--- config.mk ---
export PLATFORM = sky130hd
export DESIGN_NAME = txs_ctrl
export DESIGN_NICKNAME = d
export VERILOG_FILES = /design/src/rtl/txs_pkg.sv /design/src/rtl/txs_beat_timer.sv /design/src/rtl/txs_seq_count.sv /design/src/rtl/txs_ctrl.sv
export SDC_FILE = /design/constraint.sdc
export NUM_CORES = 1
export LEC_CHECK = 0
export ABC_CLOCK_PERIOD_IN_PS = 3110
export BUFFER_PORTS_ARGS = -buffer_cell sky130_fd_sc_hd__buf_4
export CORE_MARGIN = 2
export CORE_UTILIZATION = 57
export CTS_CLUSTER_SIZE = 24
export DETAILED_ROUTE_END_ITERATION = 16
export GPL_ROUTABILITY_DRIVEN = 0
export PLACE_DENSITY = 0.88
export SLEW_MARGIN = 5
export SYNTH_ARGS = -nofsm -noshare
export SYNTH_HDL_FRONTEND = slang
export SYNTH_SLANG_ARGS = --single-unit
--- constraint.sdc ---
create_clock -name clk -period 3.11 [get_ports clk]
set_clock_uncertainty 0.2 [all_clocks]
set_input_delay 0.1555 -clock clk [delete_from_list [all_inputs] [get_ports clk]]
set_output_delay 0.1555 -clock clk [all_outputs]
set_load 0.1 [all_outputs]
--- src/rtl/txs_pkg.sv ---
package txs_pkg;
    typedef enum logic [2:0] {
        ST_ACTIVE = 3'd0,
        ST_EIOS   = 3'd1,
        ST_QUIET  = 3'd2,
        ST_FTS    = 3'd3,
        ST_RECOV  = 3'd4
    } txs_state_e;

    typedef enum logic [1:0] {
        OS_NONE = 2'd0,
        OS_EIOS = 2'd1,
        OS_FTS  = 2'd2
    } txs_os_e;
endpackage

--- src/rtl/txs_beat_timer.sv ---
module txs_beat_timer #(
    parameter int SET_CYCLES = 4
) (
    input  logic clk,
    input  logic rst_n,
    input  logic run,
    output logic set_done
);
    localparam int BEAT_W = (SET_CYCLES > 1) ? $clog2(SET_CYCLES) : 1;
    localparam logic [BEAT_W-1:0] LAST_BEAT = BEAT_W'(SET_CYCLES - 1);

    logic [BEAT_W-1:0] beat;

    always_ff @(posedge clk or negedge rst_n) begin
        if (!rst_n) begin
            beat <= '0;
        end else if (!run || beat == LAST_BEAT) begin
            beat <= '0;
        end else begin
            beat <= beat + 1'b1;
        end
    end

    assign set_done = run && (beat == LAST_BEAT);


    beat_start_chk: assert property (@(posedge clk) disable iff (!rst_n)
        $rose(run) |-> beat == '0);
endmodule

--- src/rtl/txs_seq_count.sv ---
module txs_seq_count #(
    parameter int CNT_W = 13
) (
    input  logic             clk,
    input  logic             rst_n,
    input  logic             load,
    input  logic [CNT_W-1:0] load_val,
    input  logic             dec,
    output logic             last
);
    logic [CNT_W-1:0] cnt;

    always_ff @(posedge clk or negedge rst_n) begin
        if (!rst_n) begin
            cnt <= '0;
        end else if (load) begin
            cnt <= load_val;
        end else if (dec) begin
            cnt <= cnt - 1'b1;
        end
    end

    assign last = (cnt == CNT_W'(1));


    no_underflow_chk: assert property (@(posedge clk) disable iff (!rst_n)
        dec |-> cnt != '0);
endmodule

--- src/rtl/txs_ctrl.sv ---
module txs_ctrl #(
    parameter int SET_CYCLES = 4,
    parameter int NFTS_W     = 8,
    parameter int EXT_FTS    = 4096
) (
    input  logic              clk,
    input  logic              rst_n,
    input  logic              enter_req,
    input  logic              traffic_pend,
    input  logic [NFTS_W-1:0] nfts_val,
    input  logic              ext_sync,
    input  logic              lock_fail,
    output logic [1:0]        os_sel,
    output logic              tx_eidle,
    output logic [2:0]        state_code,
    output logic              recov_req
);
    import txs_pkg::*;

    localparam int EXT_W = $clog2(EXT_FTS + 1);
    localparam int CNT_W = (EXT_W > NFTS_W) ? EXT_W : NFTS_W;

    txs_state_e       state, state_nx;
    txs_os_e          os_cur;
    logic             run, set_done, seq_last, seq_load, seq_dec;
    logic [CNT_W-1:0] load_val;

    assign run      = (state == ST_EIOS) || (state == ST_FTS);
    assign seq_load = (state == ST_ACTIVE) && enter_req;
    assign seq_dec  = (state == ST_FTS) && set_done;

    always_comb begin
        if (ext_sync) begin
            load_val = CNT_W'(EXT_FTS);
        end else if (nfts_val == '0) begin
            load_val = CNT_W'(1);
        end else begin
            load_val = CNT_W'(nfts_val);
        end
    end

    txs_beat_timer #(.SET_CYCLES(SET_CYCLES)) u_timer (
        .clk      (clk),
        .rst_n    (rst_n),
        .run      (run),
        .set_done (set_done)
    );

    txs_seq_count #(.CNT_W(CNT_W)) u_seq (
        .clk      (clk),
        .rst_n    (rst_n),
        .load     (seq_load),
        .load_val (load_val),
        .dec      (seq_dec),
        .last     (seq_last)
    );

    always_comb begin
        state_nx = state;
        unique case (state)
            ST_ACTIVE: if (enter_req) state_nx = ST_EIOS;
            ST_EIOS:   if (set_done) state_nx = ST_QUIET;
            ST_QUIET:  if (traffic_pend) state_nx = ST_FTS;
            ST_FTS: begin
                if (set_done && seq_last) begin
                    state_nx = lock_fail ? ST_RECOV : ST_ACTIVE;
                end
            end
            ST_RECOV:  state_nx = ST_ACTIVE;
            default:   state_nx = ST_ACTIVE;
        endcase
    end

    always_ff @(posedge clk or negedge rst_n) begin
        if (!rst_n) begin
            state <= ST_ACTIVE;
        end else begin
            state <= state_nx;
        end
    end

    always_comb begin
        os_cur    = OS_NONE;
        tx_eidle  = 1'b0;
        recov_req = 1'b0;
        unique case (state)
            ST_ACTIVE: ;
            ST_EIOS:   os_cur = OS_EIOS;
            ST_QUIET:  tx_eidle = 1'b1;
            ST_FTS:    os_cur = OS_FTS;
            ST_RECOV:  recov_req = 1'b1;
            default:   ;
        endcase
    end

    assign os_sel     = os_cur;
    assign state_code = state;


    idle_hold_chk: assert property (@(posedge clk) disable iff (!rst_n)
        (state == ST_QUIET && !traffic_pend) |=> state == ST_QUIET);


    eidle_after_eios_chk: assert property (@(posedge clk) disable iff (!rst_n)
        $rose(tx_eidle) |-> $past(os_sel) == 2'd1);


    recov_pulse_chk: assert property (@(posedge clk) disable iff (!rst_n)
        recov_req |=> (state == ST_ACTIVE && !recov_req));


    no_reentry_chk: assert property (@(posedge clk) disable iff (!rst_n)
        (state == ST_FTS || state == ST_RECOV) |=> state != ST_EIOS);
endmodule

==> impl_metrics.py <==
metrics = {
    "drt": {
        "routed_wl_um": 2410,
        "antenna_left": 0,
        "via_per_inst": 5.63,
        "vias": 918,
        "drt-initial-drc-count": 23,
        "drc": 0,
        "dr.pass1.iters": 4,
        "wl_per_cell_um": 14.8,
    },
    "cells_and_area": {
        "diodes": 0,
        "final_cells": 163,
        "fin_nets": 156,
        "areaGrowthSynthToFinish_pct": 30.3,
        "fillerInstances": 114,
        "layout-drive-gt1-share_pct": 23.2,
        "finish.instance_area_um2": 1370,
    },
    "yosys": {
        "syn_area_per_cell_um2": 9.94,
        "synth_nets": 123,
        "syn_inst": 106,
        "synth_area_um2": 1050,
        "synth_warnings": 0,
        "synth_seq_cells": 18,
        "seq_area_frac_synth_pct": 42.8,
        "ys_types": 35,
    },
    "sta": {
        "tns_ns": 0,
        "rsz0062_at_grt": "no",
        "finalSetupViolations": 0,
        "fmax_ghz": 0.465,
        "slew_headroom_pct": 60.7,
        "fin_crit_sh_pct": 69.1,
        "final_hold_viol_count": 0,
        "drv_slew": 0,
        "fin_ws_ns": 0.960,
        "worstMarginPinSlew_ns": 0.584,
        "final.min_clock_period_ns": 2.15,
    },
    "setup_path": {
        "cp_slowest_cell": "and4b_1",
        "critPathMaxStageDelay_ns": 0.50,
        "r2r-start": "u_timer.beat[0]$_DFF_PN0_",
        "endpoint_kind": "flop",
        "crit_path_max_fanout": 13,
        "crit_path_start_kind": "flop",
        "required_ns": 3.15,
        "path_cells": "ha_1 -> and4b_1 -> nand2_1 -> or4_4 -> a21oi_2",
        "worst-setup-path-type": "flop to flop",
        "cp-startpoint": "u_timer.beat[0]$_DFF_PN0_",
        "crit_arrival_ns": 2.19,
    },
    "power": {
        "p_total_uw": 959,
        "leakagePower_nw": 0.571,
        "ir_worst_vdd_mv": 0.565,
        "power_density_nw_per_um2": 699,
    },
    "die": {
        "design.core.area_um2": 1730,
        "die_h_um": 47.0,
        "start_util_pct": 61.0,
        "die_w_um": 47.0,
        "row_count": 15,
        "dieArea_um2": 2210,
        "io_pins": 21,
    },
    "clocking": {
        "root_buffer": "clkbuf_4",
        "clockBufferDepth": 2,
        "clock-sinks": 18,
        "clk_latency_ns": 0.31,
        "cts_buffers": 3,
        "tritoncts": "done",
        "cts.repair.resized": 0,
        "htree_levels": 1,
        "clkTransAtPathRegs_ns": 0.11,
    },
    "global_route": {
        "grt_max_degree": 23,
        "overflow": 0,
        "grt_pass1_wl_um": 3890,
        "gr-usage-all-layers_pct": 26.1,
        "antenna_found_initial": 0,
        "grt_pass1_vias": 911,
    },
    "worst_hold_path": {
        "hp-start": "nfts_val[7]",
        "min_path_type": "primary input to flop",
    },
    "placed_design": {
        "dp.cells": 148,
        "post_dp_cell_area_um2": 1230,
        "dp_hpwl_um": 1590,
        "port_buffers": 20,
        "post-place-ws_ns": 1.03,
    },
    "job": {
        "maxCapViolCount": 0,
    },
    "run_status": {
        "status": "finished clean",
    },
}
[repair_timing]
| item | CTS | global route |
|---|---|---|
| hold buffers | 11 | 0 |
| endpoints found under the hold margin | 27 | 0 |
| setup buffers | 0 | 0 |
[area by class of cell]
type	count	area, um^2	area share [%]
inverters	4	15.0	1.09
multi-input cells	80	572	41.7
repair buffers	32	268	19.5
flip-flops and latches	18	450	32.8
clock buffers	4	36.3	2.64
well taps	25	31.3	2.28
[cell usage in the layout, fill, tap and decap left out, drive strengths merged, types with 3 or more instances in the layout]
cell type    count
dlygate4sd3     11
nor4             4
xor2             8
nor2             5
dfrtp           18
nand2            5
nor3b            4
nand2b           3
nand3b           7
ha               3
o21ai           10
a21oi            3
o21a             3
buf             21
clkbuf           4
nor3             7
inv              4
[through the flow]
stage / hold WS [ns] / util, %
final: 0.00363 / 79.5
after global routing: 0.0601 / 79.5
after CTS: 0.0101 / 79.5
after detailed placement: -0.165 / 71.0
after global placement: -0.167 / 71.0
after floorplan: -0.340 / -
[critical path, delay by kind of cell, from the launching register on]
kind                       cells  cell delay [ns]
and+or+nand+nor                3             1.12
AOI/OAI and AO/OA              1             0.12
DFF                            1             0.38
adders and majority gates      1             0.26
[sequential cells by signal (all words and copies together) (netlist names)]
register and cells:
u_timer.beat 2, u_seq.cnt 13, state_code 3
[power breakdown]
group          total [mW]  switching (mW)  internal (mW)
registers           0.444           0.116          0.328
logic               0.364           0.197          0.167
clock network       0.152          0.0800         0.0715
[synth_stat cells, drive strengths merged]
master  count  area, um^2
xor2        8        70.1
a211oi      2        15.0
nand3       2        10.0
o21ai      10        50.1
and3        1        6.26
buf         3        17.5
nand4b      2        17.5
inv         4        15.0
xnor2       2        17.5
mux2i       1        10.0
nor4        4        40.0
nor3        7        35.0
o21a        3        22.5
nand2b      3        21.3
ha          3        37.5
nand4       1        6.26
or4         1        11.3
a21oi       3        18.8
nor3b       4        35.0
nor2        5        18.8
clkbuf      1        3.75
nor2b       1        6.26
nor4b       1        8.76
nand2       5        18.8
and4        1        8.76
nand3b      7        52.6
dfrtp      18         450
o31ai       1        7.51
and4b       2        21.3
[worst paths after layout]
check	end	cells after the start	slack, ns
worst max-delay path	u_seq.cnt[10]$_DFFE_PN0P_	5	0.96
worst min-delay path	u_seq.cnt[7]$_DFFE_PN0P_	4	0.004
worst max register to register	u_seq.cnt[10]$_DFFE_PN0P_	5	0.96
worst min register to register	u_timer.beat[0]$_DFF_PN0_	1	0.27
max in group asynchronous	u_seq.cnt[12]$_DFFE_PN0P_	2	2.47
min in group asynchronous	state_code[1]$_DFFE_PN0P_	2	0.04
[logic make-up (layout without fill, tap and decap cells)]
family	count (synthesis)	count (layout)	synth area share [%]
xor+xnor	10	10	8.31
flops	18	18	42.8
fa+ha+maj	3	3	3.56
compound gates	19	19	10.8
mux	1	1	0.950
simple gates	47	47	30.2
buf+inv	8	40	3.44
[layer usage]
layer  part of all wire, %  up-vias  track usage [%]  routed length, um
li1                      -      448                -                  -
met1                    41      434             30.2                989
met2                    53       34             46.6               1290
met3                   4.9        2             5.00                119
met4                  0.62        0             11.7                 15
met5                     0        -                0                  0
Note: power is estimated with default switching activity, not from simulation.
